$ cat src/rtl/phi2_stretch_pkg.sv
package phi2_stretch_pkg;
  typedef enum logic {
    PH_LOW  = 1'b0,
    PH_HIGH = 1'b1
  } phase_e;
endpackage

$ cat src/rtl/stop_sync.sv
module stop_sync #(
  parameter int unsigned STAGES = 2
) (
  input  logic clk_i,
  input  logic rst_ni,
  input  logic stop_ni,
  output logic stop_req_o
);
  logic [STAGES-1:0] sync_q;

  // resets to "stop requested" so a booting peripheral holds the cpu
  generate
    if (STAGES == 1) begin : g_single
      always_ff @(posedge clk_i or negedge rst_ni) begin
        if (!rst_ni) sync_q <= '1;
        else         sync_q <= ~stop_ni;
      end
    end else begin : g_chain
      always_ff @(posedge clk_i or negedge rst_ni) begin
        if (!rst_ni) sync_q <= '1;
        else         sync_q <= {sync_q[STAGES-2:0], ~stop_ni};
      end
    end
  endgenerate

  assign stop_req_o = sync_q[STAGES-1];
endmodule

$ cat src/rtl/phi2_gen.sv
module phi2_gen
  import phi2_stretch_pkg::*;
#(
  parameter int unsigned LOW_CYC  = 1,
  parameter int unsigned HIGH_CYC = 1
) (
  input  logic clk_i,
  input  logic rst_ni,
  input  logic stop_req_i,
  output logic phi2_o
);
  localparam int unsigned MAX_C = (LOW_CYC > HIGH_CYC) ? LOW_CYC : HIGH_CYC;
  localparam int unsigned CNT_W = (MAX_C > 1) ? $clog2(MAX_C) : 1;
  localparam logic [CNT_W-1:0] LOW_LAST  = CNT_W'(LOW_CYC - 1);
  localparam logic [CNT_W-1:0] HIGH_LAST = CNT_W'(HIGH_CYC - 1);

  phase_e           phase_q, phase_d;
  logic [CNT_W-1:0] cnt_q, cnt_d;

  always_comb begin
    phase_d = phase_q;
    cnt_d   = cnt_q;
    unique case (phase_q)
      PH_LOW: begin
        if (cnt_q == LOW_LAST) begin
          phase_d = PH_HIGH;
          cnt_d   = '0;
        end else begin
          cnt_d = cnt_q + CNT_W'(1);
        end
      end
      PH_HIGH: begin
        // stall only in the first high cycle: no runt phases
        if (cnt_q == '0 && stop_req_i) begin
          cnt_d = '0;
        end else if (cnt_q == HIGH_LAST) begin
          phase_d = PH_LOW;
          cnt_d   = '0;
        end else begin
          cnt_d = cnt_q + CNT_W'(1);
        end
      end
      default: begin
        phase_d = PH_LOW;
        cnt_d   = '0;
      end
    endcase
  end

  always_ff @(posedge clk_i or negedge rst_ni) begin
    if (!rst_ni) begin
      phase_q <= PH_LOW;
      cnt_q   <= '0;
    end else begin
      phase_q <= phase_d;
      cnt_q   <= cnt_d;
    end
  end

  assign phi2_o = (phase_q == PH_HIGH);


  hold_on_stop_chk: assert property (@(posedge clk_i) disable iff (!rst_ni)
    (phi2_o && cnt_q == '0 && stop_req_i) |=> phi2_o);


  low_len_chk: assert property (@(posedge clk_i) disable iff (!rst_ni)
    (!phi2_o && cnt_q != LOW_LAST) |=> !phi2_o);


  high_len_chk: assert property (@(posedge clk_i) disable iff (!rst_ni)
    (phi2_o && cnt_q != HIGH_LAST) |=> phi2_o);
endmodule

$ cat src/rtl/bank_hold.sv
module bank_hold #(
  parameter int unsigned DATA_W = 8
) (
  input  logic              clk_i,
  input  logic              rst_ni,
  input  logic              phi2_i,
  input  logic [DATA_W-1:0] data_i,
  output logic [DATA_W-1:0] bank_o
);
  logic [DATA_W-1:0] bank_q;

  // open while phi2 low; last load is the edge that raises phi2
  always_ff @(posedge clk_i or negedge rst_ni) begin
    if (!rst_ni)     bank_q <= '0;
    else if (!phi2_i) bank_q <= data_i;
  end

  assign bank_o = bank_q;
endmodule

$ cat src/rtl/phi2_stretch.sv
module phi2_stretch #(
  parameter int unsigned DATA_W      = 8,
  parameter int unsigned LOW_CYC     = 1,
  parameter int unsigned HIGH_CYC    = 1,
  parameter int unsigned SYNC_STAGES = 2
) (
  input  logic              clk_i,
  input  logic              rst_ni,
  input  logic              stop_ni,
  input  logic [DATA_W-1:0] data_i,
  output logic              phi2_o,
  output logic [DATA_W-1:0] bank_o
);
  logic stop_req;

  stop_sync #(.STAGES(SYNC_STAGES)) u_sync (
    .clk_i      (clk_i),
    .rst_ni     (rst_ni),
    .stop_ni    (stop_ni),
    .stop_req_o (stop_req)
  );

  phi2_gen #(.LOW_CYC(LOW_CYC), .HIGH_CYC(HIGH_CYC)) u_gen (
    .clk_i      (clk_i),
    .rst_ni     (rst_ni),
    .stop_req_i (stop_req),
    .phi2_o     (phi2_o)
  );

  bank_hold #(.DATA_W(DATA_W)) u_bank (
    .clk_i  (clk_i),
    .rst_ni (rst_ni),
    .phi2_i (phi2_o),
    .data_i (data_i),
    .bank_o (bank_o)
  );


  bank_stable_chk: assert property (@(posedge clk_i) disable iff (!rst_ni)
    $past(phi2_o) |-> $stable(bank_o));


  bank_track_chk: assert property (@(posedge clk_i) disable iff (!rst_ni)
    ($past(rst_ni) && !$past(phi2_o)) |-> bank_o == $past(data_i));
endmodule

$ cat config.mk
export PLATFORM = sky130hd
export DESIGN_NAME = phi2_stretch
export DESIGN_NICKNAME = d
export VERILOG_FILES = /design/src/rtl/phi2_stretch_pkg.sv /design/src/rtl/stop_sync.sv /design/src/rtl/phi2_gen.sv /design/src/rtl/bank_hold.sv /design/src/rtl/phi2_stretch.sv
export SDC_FILE = /design/constraint.sdc
export NUM_CORES = 1
export LEC_CHECK = 0
export ABC_AREA = 1
export CORE_AREA = 2 2 39 41
export DETAILED_ROUTE_END_ITERATION = 8
export DIE_AREA = 0 0 41 43
export GPL_TIMING_DRIVEN = 1
export HOLD_SLACK_MARGIN = 0.06
export REMOVE_ABC_BUFFERS = 1
export SLEW_MARGIN = 10
export SYNTH_ARGS = -nofsm -noshare
export SYNTH_HDL_FRONTEND = slang
export SYNTH_SLANG_ARGS = --single-unit
$ cat constraint.sdc
create_clock -name clk_i -period 2.5 [get_ports clk_i]
set_clock_uncertainty 0.15 [all_clocks]
set_input_delay 0.25 -clock clk_i [delete_from_list [all_inputs] [get_ports clk_i]]
set_output_delay 0.25 -clock clk_i [all_outputs]
set_load 0.02 [all_outputs]
Yosys cells after proc, flatten, opt, wreduce, memory -nomap -nowiden
Index checks and enable logic that the tools add are counted.
{"block": "totals", "regBits": 12, "out_inout_bits": 9, "in_bits": 11, "word_cells": 16}
{"block": "classes", "n_mux": 7, "bitwise_logic": 3, "reduce_logical": 1, "add_sub_neg": 1}
{"op": "2-to-1 mux 1 bit", "n": 5}
{"op": "case mux 1 bit (2 select lines)", "n": 2}
{"op": "inverter 1 bit", "n": 3}
{"op": "adder 1 bit, second input constant", "n": 1}
{"op": "logical AND 1 bit", "n": 1}

Depth between registers and ports, before layout
{"block": "logic_depth", "ltp_word": 4, "mapped_depth": 4, "depth_no_buf": 3}

Cells and area by module
From an unflattened synthesis, not the netlist that was laid out.
{"block": "unflattened", "cells_unflattened": 40, "area_unflattened_um2": 394.1}
{"module": "bank_hold", "cells_each": 34, "seq_area_each_um2": 200.2, "area_per_inst_um2": 305.3, "instances": 1}
{"module": "stop_sync", "cells_each": 3, "seq_area_each_um2": 52.6, "area_per_inst_um2": 56.3, "instances": 1}
{"module": "phi2_gen", "cells_each": 3, "seq_area_each_um2": 25.0, "area_per_inst_um2": 32.5, "instances": 1}

Worst setup path before layout
Ideal clock, no wire load.
{"block": "synth_timing", "kind": "register to register", "startpoint": "register u_gen.phase_q (netlist: u_gen.phi2_o)", "endpoint": "register u_bank.bank_q[0] (netlist: u_bank.bank_o[0])", "path_stages_with_launch": 5, "path_buffers": 1, "slack_ns": 1.484, "setup_ns": 0.116, "t_arrival_ns": 0.750, "period_less_slack_ns": 1.016, "t_required_ns": 2.234, "path_cell_list": "dfrtp_1 buf_6 inv_2 nand2_1 nand2_1"}
{"item": "start: declaration", "line": "phi2_gen.sv:17", "rtl": "phase_e phase_q, phase_d;"}
{"item": "start signal: assignment", "line": "phi2_gen.sv:55", "rtl": "phase_q <= phase_d;"}
{"item": "end signal: assignment", "line": "bank_hold.sv:15", "rtl": "else if (!phi2_i) bank_q <= data_i;"}
{"item": "end: declaration", "line": "bank_hold.sv:10", "rtl": "logic [DATA_W-1:0] bank_q;"}

Worst setup path in the final report
{"block": "layout_timing", "startpoint": "register u_gen.phase_q (netlist: u_gen.phi2_o)", "endpoint": "output phi2_o"}
{"item": "end: declaration", "line": "phi2_stretch.sv:11", "rtl": "output logic phi2_o,"}
No word-level cell between the ends.

==> results.cfg <==
[run_status]
status = completed

[logic_synthesis]
ys_warn_count = 0
synth_area_sq_um = 394
netlist_instances = 40
yosysSeqAreaShare_pct = 70.5
synth.distinct_cells = 6
ys_ff_latch = 11
synth_area_per_cell_sq_um = 9.85

[worst_setup_path]
cp_slowest_cell = clkdlybuf4s50_1
crit_family = buffers and inverters
worst_ep_required_time_ps = 2100
r2r_start = u_gen.phi2_o
regToRegEndpoint = u_bank.bank_o[3]
arrival_ps = 1480
worstRegToRegCells = 3
setup.worst_path.start = u_gen.phi2_o
critPathMaxStageDelay_ps = 670
critical_path_class = register to output port
end_kind = output port
worstPathCellList = clkdlybuf4s50_1
cp-start-kind = register
crit_fanout = 11
cp_num_buf_inv = 1
reg2reg_slack_ps = 1410

[floorplanning]
top_level_ports = 20
die_area_sq_um = 1760
rows = 14
die_x_um = 41
core_sq_um = 1380
initial_core_util_pct = 28.5
die_h_um = 43

[grt]
grt_pass1_wl_um = 1170
antenna_found_initial = 0
grt_pass1_vias = 285
grt_max_degree = 12
globalRouteOverflowTotal = 0
track_usage_pct = 10.2

[clock_tree]
cts_setup_buffers = 0
clk_latency_ps = 250
cts_made_buffers = 3
hold_buffers = 0
path_clk_slew_ps = 70
htreeDepth = 1
cts.path.max_buffers = 2
cts_tree = built
cts.repair.resized = 0
clockRootBuffer = clkbuf_4
clock-sinks = 11

[power_and_ir_drop]
power.total_uw = 423
ir_drop_mv = 0.234
p_per_area_nw_per_um2 = 683
p_leak_nw = 0.306

[hold_path]
worstHoldPathType = input port to asynchronous set/reset pin

[drt]
drtPass1Iterations = 4
drc = 0
wl_per_cell_um = 9.31
ant_nets = 0
drt_iter0_markers = 10
vias = 314
totalWireLength_um = 726
vias_per_cell = 4.03

[timing]
rsz0062_at_grt = no
max-slew-margin-rel_pct = 67.9
hold_viol = 0
setup_tns_ps = 0
fin_crit_ps = 1880
tightest_slew_ps = 479
fmax_ghz = 0.532
slew_viol_final = 0
fin_crit_sh_pct = 75.2
setup_viol = 0

[cells_and_area]
diodes = 0
utilization_pct = 44.8
layout_commonest_cell = nand2_1
areaGrowthSynthToFinish_pct = 57.1
fin_nets = 74
layout_common_cells = 25 x nand2_1, 19 x clkdlybuf4s50_1, 9 x dfrtp_1
fillCellCount = 160
drive_gt1_share_pct = 9.68

[placement]
place.detailed.hpwl_um = 524
io_buffers = 19
gp_congestion = 0.609

[flow_run]
maxCapViolations = 0
==> worst reg2reg max path, delay by kind of cell (launching register included) <==
| family | cells | cell delay, ps |
|---|---|---|
| buffers and inverters | 1 | 150 |
| DFF | 1 | 550 |
| and+or+nand+nor | 2 | 140 |
==> final cells by class <==
class / count / area, sq um / share of cell area [%]
sequential: 11 / 278 / 44.8
timing repair buffer: 19 / 190 / 30.7
multi-input combinational: 25 / 93.8 / 15.2
clock buffer: 4 / 26.3 / 4.24
tap: 16 / 20.0 / 3.23
inverter: 3 / 11.3 / 1.82
==> kinds of logic (layout without fill, tap and decap cells) <==
logic type	after synthesis	in the layout	share of synthesized area, %
simple gates	25	25	23.8
flops	11	11	70.5
buf+inv	4	26	5.71
==> registers in the layout, indices dropped and copies added, names as in the netlist <==
signal         cells
u_sync.sync_q      2
u_gen.phi2_o       1
u_bank.bank_o      8
==> synth_stat cells (all sizes together) <==
cell,number,share of area (%)
dfstp,2,13
nand2,25,24
dfrtp,9,57
inv,3,2.9
buf,1,2.9
==> power by group <==
group / switching (mW) / internal [mW] / leakage (nW)
sequential: 0.0122 / 0.199 / 0.130
combinational: 0.0458 / 0.0514 / 0.161
clock: 0.0530 / 0.0616 / 0.0150
total: 0.111 / 0.312 / 0.306
==> worst max path at each step <==
stage | to | slack [ps] | cells past startpoint
2_1_floorplan | u_bank.bank_o[1] | 1430 | 3
3_3_place_gp | phi2_o | 920 | 1
3_5_place_dp | phi2_o | 890 | 1
4_1_cts | phi2_o | 600 | 1
5_1_grt | phi2_o | 520 | 1
6_report | phi2_o | 620 | 1
==> metal layers <==
metal  vias up  wire (um)  global-route usage (%)
li1        163          -                       -
met2        15        292                    13.8
met5         -          0                       0
met4         0          0                    8.00
met1       136        354                    12.8
met3         0         79                    3.14
==> through the flow <==
step	instance area (sq um)	std cells	setup WS [ps]	hold slack [ps]
2_1_floorplan	383	39	1430	-196
3_3_place_gp	593	74	918	198
3_5_place_dp	593	74	887	198
4_1_cts	619	78	604	177
5_1_grt	619	78	519	200
6_report	619	78	620	166
No activity file was read; power rests on OpenSTA's default activity.
